### config.mk
export PLATFORM = sky130hd
export DESIGN_NAME = ahb2apb_dual_bridge
export DESIGN_NICKNAME = d
export VERILOG_FILES = /design/src/rtl/apbx_pkg.sv /design/src/rtl/apbx_ce_gen.sv /design/src/rtl/apbx_decode.sv /design/src/rtl/apbx_seq.sv /design/src/rtl/ahb2apb_dual_bridge.sv
export SDC_FILE = /design/constraint.sdc
export NUM_CORES = 1
export LEC_CHECK = 0
export ABC_AREA = 1
export ABC_CLOCK_PERIOD_IN_PS = 4700
export CAP_MARGIN = 40
export CORE_MARGIN = 2
export CORE_UTILIZATION = 46
export CTS_CLUSTER_DIAMETER = 50
export DETAILED_ROUTE_END_ITERATION = 7
export PLACE_DENSITY = 0.87
export SLEW_MARGIN = 0
export SYNTH_ARGS = -nofsm -noshare
export SYNTH_HDL_FRONTEND = slang
export SYNTH_SLANG_ARGS = --single-unit
### constraint.sdc
create_clock -name clk -period 4.7 [get_ports clk]
set_input_delay 0.47 -clock clk [delete_from_list [all_inputs] [get_ports clk]]
set_output_delay 0.47 -clock clk [all_outputs]
set_load 0.01 [all_outputs]
### src/rtl/apbx_pkg.sv
package apbx_pkg;
  localparam int DW    = 32;
  localparam int NBUS  = 2;
  localparam int SEL_W = 3;

  typedef enum logic [2:0] {
    ST_IDLE,
    ST_WAIT,
    ST_SETUP,
    ST_ACCESS,
    ST_ERR
  } brg_state_t;

  localparam logic [1:0] HT_NONSEQ = 2'b10;
  localparam logic [1:0] HT_SEQ    = 2'b11;

  // Spread the active byte or halfword lane over the whole word.
  function automatic logic [DW-1:0] widen_wdata(input logic [2:0] size,
                                                input logic [1:0] lane,
                                                input logic [DW-1:0] d);
    logic [7:0]  b;
    logic [15:0] h;
    case (lane)
      2'd0:    b = d[7:0];
      2'd1:    b = d[15:8];
      2'd2:    b = d[23:16];
      default: b = d[31:24];
    endcase
    h = lane[1] ? d[31:16] : d[15:0];
    case (size)
      3'd0:    return {4{b}};
      3'd1:    return {2{h}};
      default: return d;
    endcase
  endfunction
endpackage

### src/rtl/apbx_ce_gen.sv
module apbx_ce_gen #(
  parameter int SEL_W   = 3,
  parameter int MAX_LOG = 4
) (
  input  logic             clk,
  input  logic             rst,
  input  logic [SEL_W-1:0] div_sel,
  output logic             ce
);
  localparam int CNT_W = MAX_LOG;

  logic [CNT_W-1:0] cnt;
  logic [SEL_W-1:0] shamt;
  logic [CNT_W:0]   span;
  logic [CNT_W-1:0] lim;

  always_comb begin
    shamt = (div_sel > SEL_W'(MAX_LOG)) ? SEL_W'(MAX_LOG) : div_sel;
    span  = (CNT_W+1)'(1) << shamt;
    lim   = span[CNT_W-1:0] - CNT_W'(1);
  end

  // Greater-or-equal lets a lowered ratio take effect without a long wrap.
  assign ce = (cnt >= lim);

  always_ff @(posedge clk) begin
    if (rst)     cnt <= '0;
    else if (ce) cnt <= '0;
    else         cnt <= cnt + CNT_W'(1);
  end
endmodule

### src/rtl/apbx_decode.sv
module apbx_decode #(
  parameter int AW      = 32,
  parameter int SEL_BIT = 16
) (
  input  logic [AW-1:0] haddr,
  output logic          bus,
  output logic [AW-1:0] word_addr,
  output logic [1:0]    lane
);
  assign bus       = haddr[SEL_BIT];
  assign word_addr = {haddr[AW-1:2], 2'b00};
  assign lane      = haddr[1:0];
endmodule

### src/rtl/apbx_seq.sv
module apbx_seq
  import apbx_pkg::*;
#(
  parameter int AW = 32
) (
  input  logic            clk,
  input  logic            rst,
  input  logic [NBUS-1:0] ce_i,
  input  logic            take_i,
  input  logic            bus_i,
  input  logic [AW-1:0]   addr_i,
  input  logic            write_i,
  input  logic [2:0]      size_i,
  input  logic [1:0]      lane_i,
  input  logic [DW-1:0]   hwdata_i,
  input  logic [NBUS-1:0] ready_i,
  input  logic [NBUS-1:0] slverr_i,
  input  logic [DW-1:0]   rdata0_i,
  input  logic [DW-1:0]   rdata1_i,
  output logic            hready_o,
  output logic            hresp_o,
  output logic [DW-1:0]   hrdata_o,
  output logic [NBUS-1:0] psel_o,
  output logic [NBUS-1:0] penable_o,
  output logic [AW-1:0]   paddr_o,
  output logic            pwrite_o,
  output logic [DW-1:0]   pwdata_o
);
  brg_state_t      st;
  logic            bus_q;
  logic [2:0]      size_q;
  logic [1:0]      lane_q;
  logic            ce_hit, rdy_hit, err_hit;
  logic [DW-1:0]   rd_hit;

  assign ce_hit  = ce_i[bus_q];
  assign rdy_hit = ready_i[bus_q];
  assign err_hit = slverr_i[bus_q];
  assign rd_hit  = bus_q ? rdata1_i : rdata0_i;

  always_ff @(posedge clk) begin
    if (rst) begin
      st        <= ST_IDLE;
      hready_o  <= 1'b1;
      hresp_o   <= 1'b0;
      hrdata_o  <= '0;
      psel_o    <= '0;
      penable_o <= '0;
      paddr_o   <= '0;
      pwrite_o  <= 1'b0;
      pwdata_o  <= '0;
      bus_q     <= 1'b0;
      size_q    <= '0;
      lane_q    <= '0;
    end else begin
      case (st)
        ST_IDLE: begin
          hresp_o  <= 1'b0;
          hready_o <= 1'b1;
          if (take_i) begin
            bus_q    <= bus_i;
            paddr_o  <= addr_i;
            pwrite_o <= write_i;
            size_q   <= size_i;
            lane_q   <= lane_i;
            hready_o <= 1'b0;
            st       <= ST_WAIT;
          end
        end
        ST_WAIT: begin
          // hwdata is held by the master while hready_o stays low.
          if (ce_hit) begin
            psel_o <= NBUS'(1) << bus_q;
            if (pwrite_o) pwdata_o <= widen_wdata(size_q, lane_q, hwdata_i);
            st <= ST_SETUP;
          end
        end
        ST_SETUP: begin
          if (ce_hit) begin
            penable_o <= psel_o;
            st        <= ST_ACCESS;
          end
        end
        ST_ACCESS: begin
          if (ce_hit && rdy_hit) begin
            psel_o    <= '0;
            penable_o <= '0;
            if (err_hit) begin
              hresp_o <= 1'b1;
              st      <= ST_ERR;
            end else begin
              hready_o <= 1'b1;
              if (!pwrite_o) hrdata_o <= rd_hit;
              st <= ST_IDLE;
            end
          end
        end
        ST_ERR: begin
          hready_o <= 1'b1;
          st       <= ST_IDLE;
        end
        default: st <= ST_IDLE;
      endcase
    end
  end
endmodule

### src/rtl/ahb2apb_dual_bridge.sv
module ahb2apb_dual_bridge
  import apbx_pkg::*;
#(
  parameter int AW      = 32,
  parameter int SEL_BIT = 16,
  parameter int MAX_LOG = 4
) (
  input  logic             clk,
  input  logic             rst,
  input  logic             hsel,
  input  logic [AW-1:0]    haddr,
  input  logic [1:0]       htrans,
  input  logic             hwrite,
  input  logic [2:0]       hsize,
  input  logic [DW-1:0]    hwdata,
  input  logic             hready_in,
  output logic             hready_out,
  output logic             hresp,
  output logic [DW-1:0]    hrdata,
  input  logic [SEL_W-1:0] div_sel0,
  input  logic [SEL_W-1:0] div_sel1,
  output logic [AW-1:0]    apb_addr,
  output logic             apb_write,
  output logic [DW-1:0]    apb_wdata,
  output logic [NBUS-1:0]  apb_sel,
  output logic [NBUS-1:0]  apb_enable,
  input  logic [DW-1:0]    apb_rdata0,
  input  logic [DW-1:0]    apb_rdata1,
  input  logic [NBUS-1:0]  apb_ready,
  input  logic [NBUS-1:0]  apb_slverr
);
  logic [NBUS-1:0][SEL_W-1:0] div_all;
  logic [NBUS-1:0]            ce;
  logic                       take;
  logic                       dec_bus;
  logic [AW-1:0]              dec_addr;
  logic [1:0]                 dec_lane;

  assign div_all = {div_sel1, div_sel0};
  assign take    = hsel && hready_in && (htrans inside {HT_NONSEQ, HT_SEQ});

  for (genvar g = 0; g < NBUS; g++) begin : g_ce
    apbx_ce_gen #(.SEL_W(SEL_W), .MAX_LOG(MAX_LOG)) u_ce (
      .clk     (clk),
      .rst     (rst),
      .div_sel (div_all[g]),
      .ce      (ce[g])
    );
  end

  apbx_decode #(.AW(AW), .SEL_BIT(SEL_BIT)) u_dec (
    .haddr     (haddr),
    .bus       (dec_bus),
    .word_addr (dec_addr),
    .lane      (dec_lane)
  );

  apbx_seq #(.AW(AW)) u_seq (
    .clk       (clk),
    .rst       (rst),
    .ce_i      (ce),
    .take_i    (take),
    .bus_i     (dec_bus),
    .addr_i    (dec_addr),
    .write_i   (hwrite),
    .size_i    (hsize),
    .lane_i    (dec_lane),
    .hwdata_i  (hwdata),
    .ready_i   (apb_ready),
    .slverr_i  (apb_slverr),
    .rdata0_i  (apb_rdata0),
    .rdata1_i  (apb_rdata1),
    .hready_o  (hready_out),
    .hresp_o   (hresp),
    .hrdata_o  (hrdata),
    .psel_o    (apb_sel),
    .penable_o (apb_enable),
    .paddr_o   (apb_addr),
    .pwrite_o  (apb_write),
    .pwdata_o  (apb_wdata)
  );
endmodule

==> results.json <==
{
  "via_per_inst": 4.965,
  "drtPass1Iterations": 6,
  "synth.avg_cell_area_um2": 6.651,
  "hold_buffers": 0,
  "chipWidth_um": 115.8,
  "fillers": 962,
  "drtAntennaViolNets": 0,
  "postLayoutCoreUtil": 0.7333,
  "maxCapViolCount": 0,
  "grt_antenna_before_repair": 0,
  "antenna_cells": 0,
  "clkSinkCount": 117,
  "htreeDepth": 4,
  "critPathArrivalTime_ns": 3.18,
  "setup_tns_ns": 0,
  "synthToLayoutAreaGrowth_pct": 54.37,
  "clkSlewWorstSetupHoldPaths_ns": 0.05,
  "cellPowerDensity_mw_per_mm2": 363.0,
  "clk_latency_ns": 0.41,
  "hp-class": "reg2reg",
  "switching_share": 0.2773,
  "finalCriticalPeriod_ns": 2.907,
  "hold_viol": 0,
  "wl_per_cell_um": 14.19,
  "crit_slowest_cell": "nand2_2",
  "crit_chain": "clkdlybuf4s50_1, nor2_1, nand2_1, ha_1, nand2_1, inv_1, nand2_1, nand4_1, nand3_1, inv_2, nand2_2, nand2_1, a21oi_1",
  "wl_mm": 18.01,
  "worst_pin_slew_ns": 0.7306,
  "drv_slew": 0,
  "drc_errors": 0,
  "gp_congestion": 0.8417,
  "crit_fanout": 34,
  "grt_max_degree": 48,
  "grt_overflow_total": 0,
  "root_buffer": "clkbuf_16",
  "syn_area_mm2": 0.005753,
  "synth-seq-cells": 117,
  "pre_cts_ws_ns": 1.436,
  "crit_type": "in2reg",
  "p_sw_mw": 0.8941,
  "relSlewSlack": 0.5123,
  "dieArea_mm2": 0.01342,
  "numCtsBuffers": 17,
  "p_int_mw": 2.330,
  "grt_first_pass_wirelength_mm": 27.79,
  "cts_resized": 0,
  "p_leak_nw": 3.854,
  "drive_gt1_frac": 0.05904,
  "nets": 1246,
  "cp_common_cell": "nand2_1",
  "fmax_mhz": 344.0,
  "finalCritPeriodShare": 0.6185,
  "place_hpwl_mm": 12.47,
  "critPathMaxStageDelay_ns": 0.54,
  "yosysUniqueCellTypes": 31,
  "required_ns": 4.97,
  "cts_tree": "yes",
  "grt_pass1_vias": 5871,
  "start_util": 0.4750,
  "power_frac_comb": 0.225,
  "setup_ws_ns": 1.793,
  "finalSetupViolCount": 0,
  "ioPinCount": 251,
  "p_seq_frac": 0.340,
  "cts_max_path_buffers": 2,
  "synth_cells": 865,
  "post-cts-setup-buffers": 0,
  "skew_ns": 0.008682,
  "seq_area_frac_synth": 0.4071,
  "row_count": 40,
  "drtIter0Drc": 440,
  "ys_warn_count": 0,
  "core_mm2": 0.01211,
  "vias": 6301,
  "crit_path_start_kind": "input port",
  "rsz0062_at_grt": "no",
  "port_buffers": 247,
  "status": "finished clean",
  "end_kind": "register",
  "grt_use_total": 0.2621,
  "die_y_um": 115.8,
  "vdd_drop_max_mv": 0.2275,
  "clkPwrFrac": 0.434
}
==> logic make-up after synthesis <==
kind of cell             synth area share
AO/OA/AOI/OAI                      0.1442
other                           0.0006518
XOR/XNOR                         0.006091
AND/OR/NAND/NOR                    0.3278
multiplexers                     0.002392
buffers and inverters             0.09004
adder cells (fa/ha/maj)           0.02175
flip-flops                         0.4071
==> cells in the final DEF (no fill, tap or decap) <==
master           instances
clkbuf_1                 3
nor2_2                   2
buf_12                   1
o211ai_1                 9
o21ai_2                  3
clkinvlp_4               1
clkinv_2                 1
conb_1                   2
inv_2                    8
o21ai_0                 79
buf_4                    5
mux2i_2                  1
buf_8                    2
nor2_1                 149
dfxtp_1                117
clkbuf_16               17
nand2_2                  2
nand2_1                238
xor2_1                   2
o21ai_1                 21
or2_2                    8
or2_1                    1
nor3_4                   1
clkbuf_8                 5
inv_1                   51
nand3_1                 51
clkinv_4                 1
clkinv_1                 1
clkdlybuf4s50_1        247
bufinv_16                4
xnor2_1                  2
nand2_4                  1
a21oi_1                 47
nand4_1                  6
ha_1                    10
nor2_8                   1
nor2_4                   1
==> synthesized netlist by cell type <==
library cell	instances	area [um2]
ha_1	10	125.1
or2_1	1	6.260
o21ai_0	79	395.4
buf_4	9	67.56
xnor2_1	2	17.52
nand2_1	238	893.4
o211ai_1	9	67.56
o21ai_1	21	105.1
nand2_4	1	11.26
nor2_4	1	11.26
conb_1	1	3.750
xor2_1	2	17.52
buf_2	9	45.04
nand4_1	6	37.54
buf_6	7	78.83
clkbuf_1	26	97.59
clkinv_1	1	3.750
buf_1	1	3.750
dfxtp_1	117	2342
nand2_2	2	12.51
nand3_1	51	255.2
inv_2	7	26.28
or2_2	8	50.05
inv_1	52	195.2
o21ai_2	3	26.28
a21oi_1	47	235.2
mux2i_2	1	13.76
nor2_8	1	20.02
nor2_2	2	12.51
nor2_1	149	559.3
nor3_4	1	16.27
==> flip-flops by register name (all words and copies together) (netlist names) <==
name and flops:
u_seq.hrdata_o 32, u_seq.pwdata_o 32, u_seq.paddr_o 30, g_ce.u_ce.cnt 8, u_seq.size_q 3, u_seq.st 3
u_seq.lane_q 2, u_seq.penable_o 2, u_seq.psel_o 2, u_seq.hready_o 1, u_seq.hresp_o 1, u_seq.pwrite_o 1
==> metal layers <==
metal,GRT usage,share of wire,up-vias
met5,0,0,-
met4,0.1000,0.019,0
li1,-,-,3196
met3,0.1036,0.11,27
met1,0.3041,0.41,2802
met2,0.4374,0.47,276
==> area by class of cell <==
class | instances | area (um2) | share of cell area
inverters | 60 | 225.2 | 0.02536
well taps | 168 | 210.2 | 0.02367
repair buffers | 255 | 2560 | 0.2883
multi-input cells | 637 | 2897 | 0.3261
flip-flops and latches | 117 | 2342 | 0.2637
clock buffers | 25 | 505.5 | 0.05692
clock inverters | 7 | 141.4 | 0.01592
==> worst max-delay path: cells and delay by family <==
kind	cells	cell delay, ns
AO/OA/AOI/OAI	1	0.09
AND/OR/NAND/NOR	8	1.37
buffers and inverters	3	0.95
adder cells (fa/ha/maj)	1	0.27
==> through the flow <==
stage / instance area (um2) / instances / hold WS, ns / power (mW)
4_1_cts: 8881 / 1269 / 0.4599 / 3.237
3_3_place_gp: 8184 / 1234 / 0.4477 / 1.816
6_report: 8881 / 1269 / 0.4592 / 3.224
5_1_grt: 8881 / 1269 / 0.4765 / 3.391
2_1_floorplan: 5757 / 866 / 0.4297 / 1.544
3_5_place_dp: 8234 / 1237 / 0.4513 / 1.833
==> path summary, 6_finish.rpt <==
kind                 startpoint                  to  slack, ns  depth (start not counted)
max                 div_sel0[1]  u_seq.hrdata_o[30]       1.79                         13
min          u_seq.hrdata_o[26]  u_seq.hrdata_o[26]       0.46                          2
max reg2reg   u_seq.paddr_o[16]  u_seq.hrdata_o[30]       1.80                          7
min reg2reg  u_seq.hrdata_o[26]  u_seq.hrdata_o[26]       0.46                          2
==> power groups by stage <==
stage          sequential [mW]  combinational, mW  clock (mW)
6_report                  1.10              0.727        1.40
4_1_cts                   1.10              0.725        1.42
2_1_floorplan             1.12              0.427           0
5_1_grt                   1.10              0.818        1.47
3_5_place_dp              1.12              0.716           0
3_3_place_gp              1.11              0.701           0
Power figures use the tool's default switching activity.
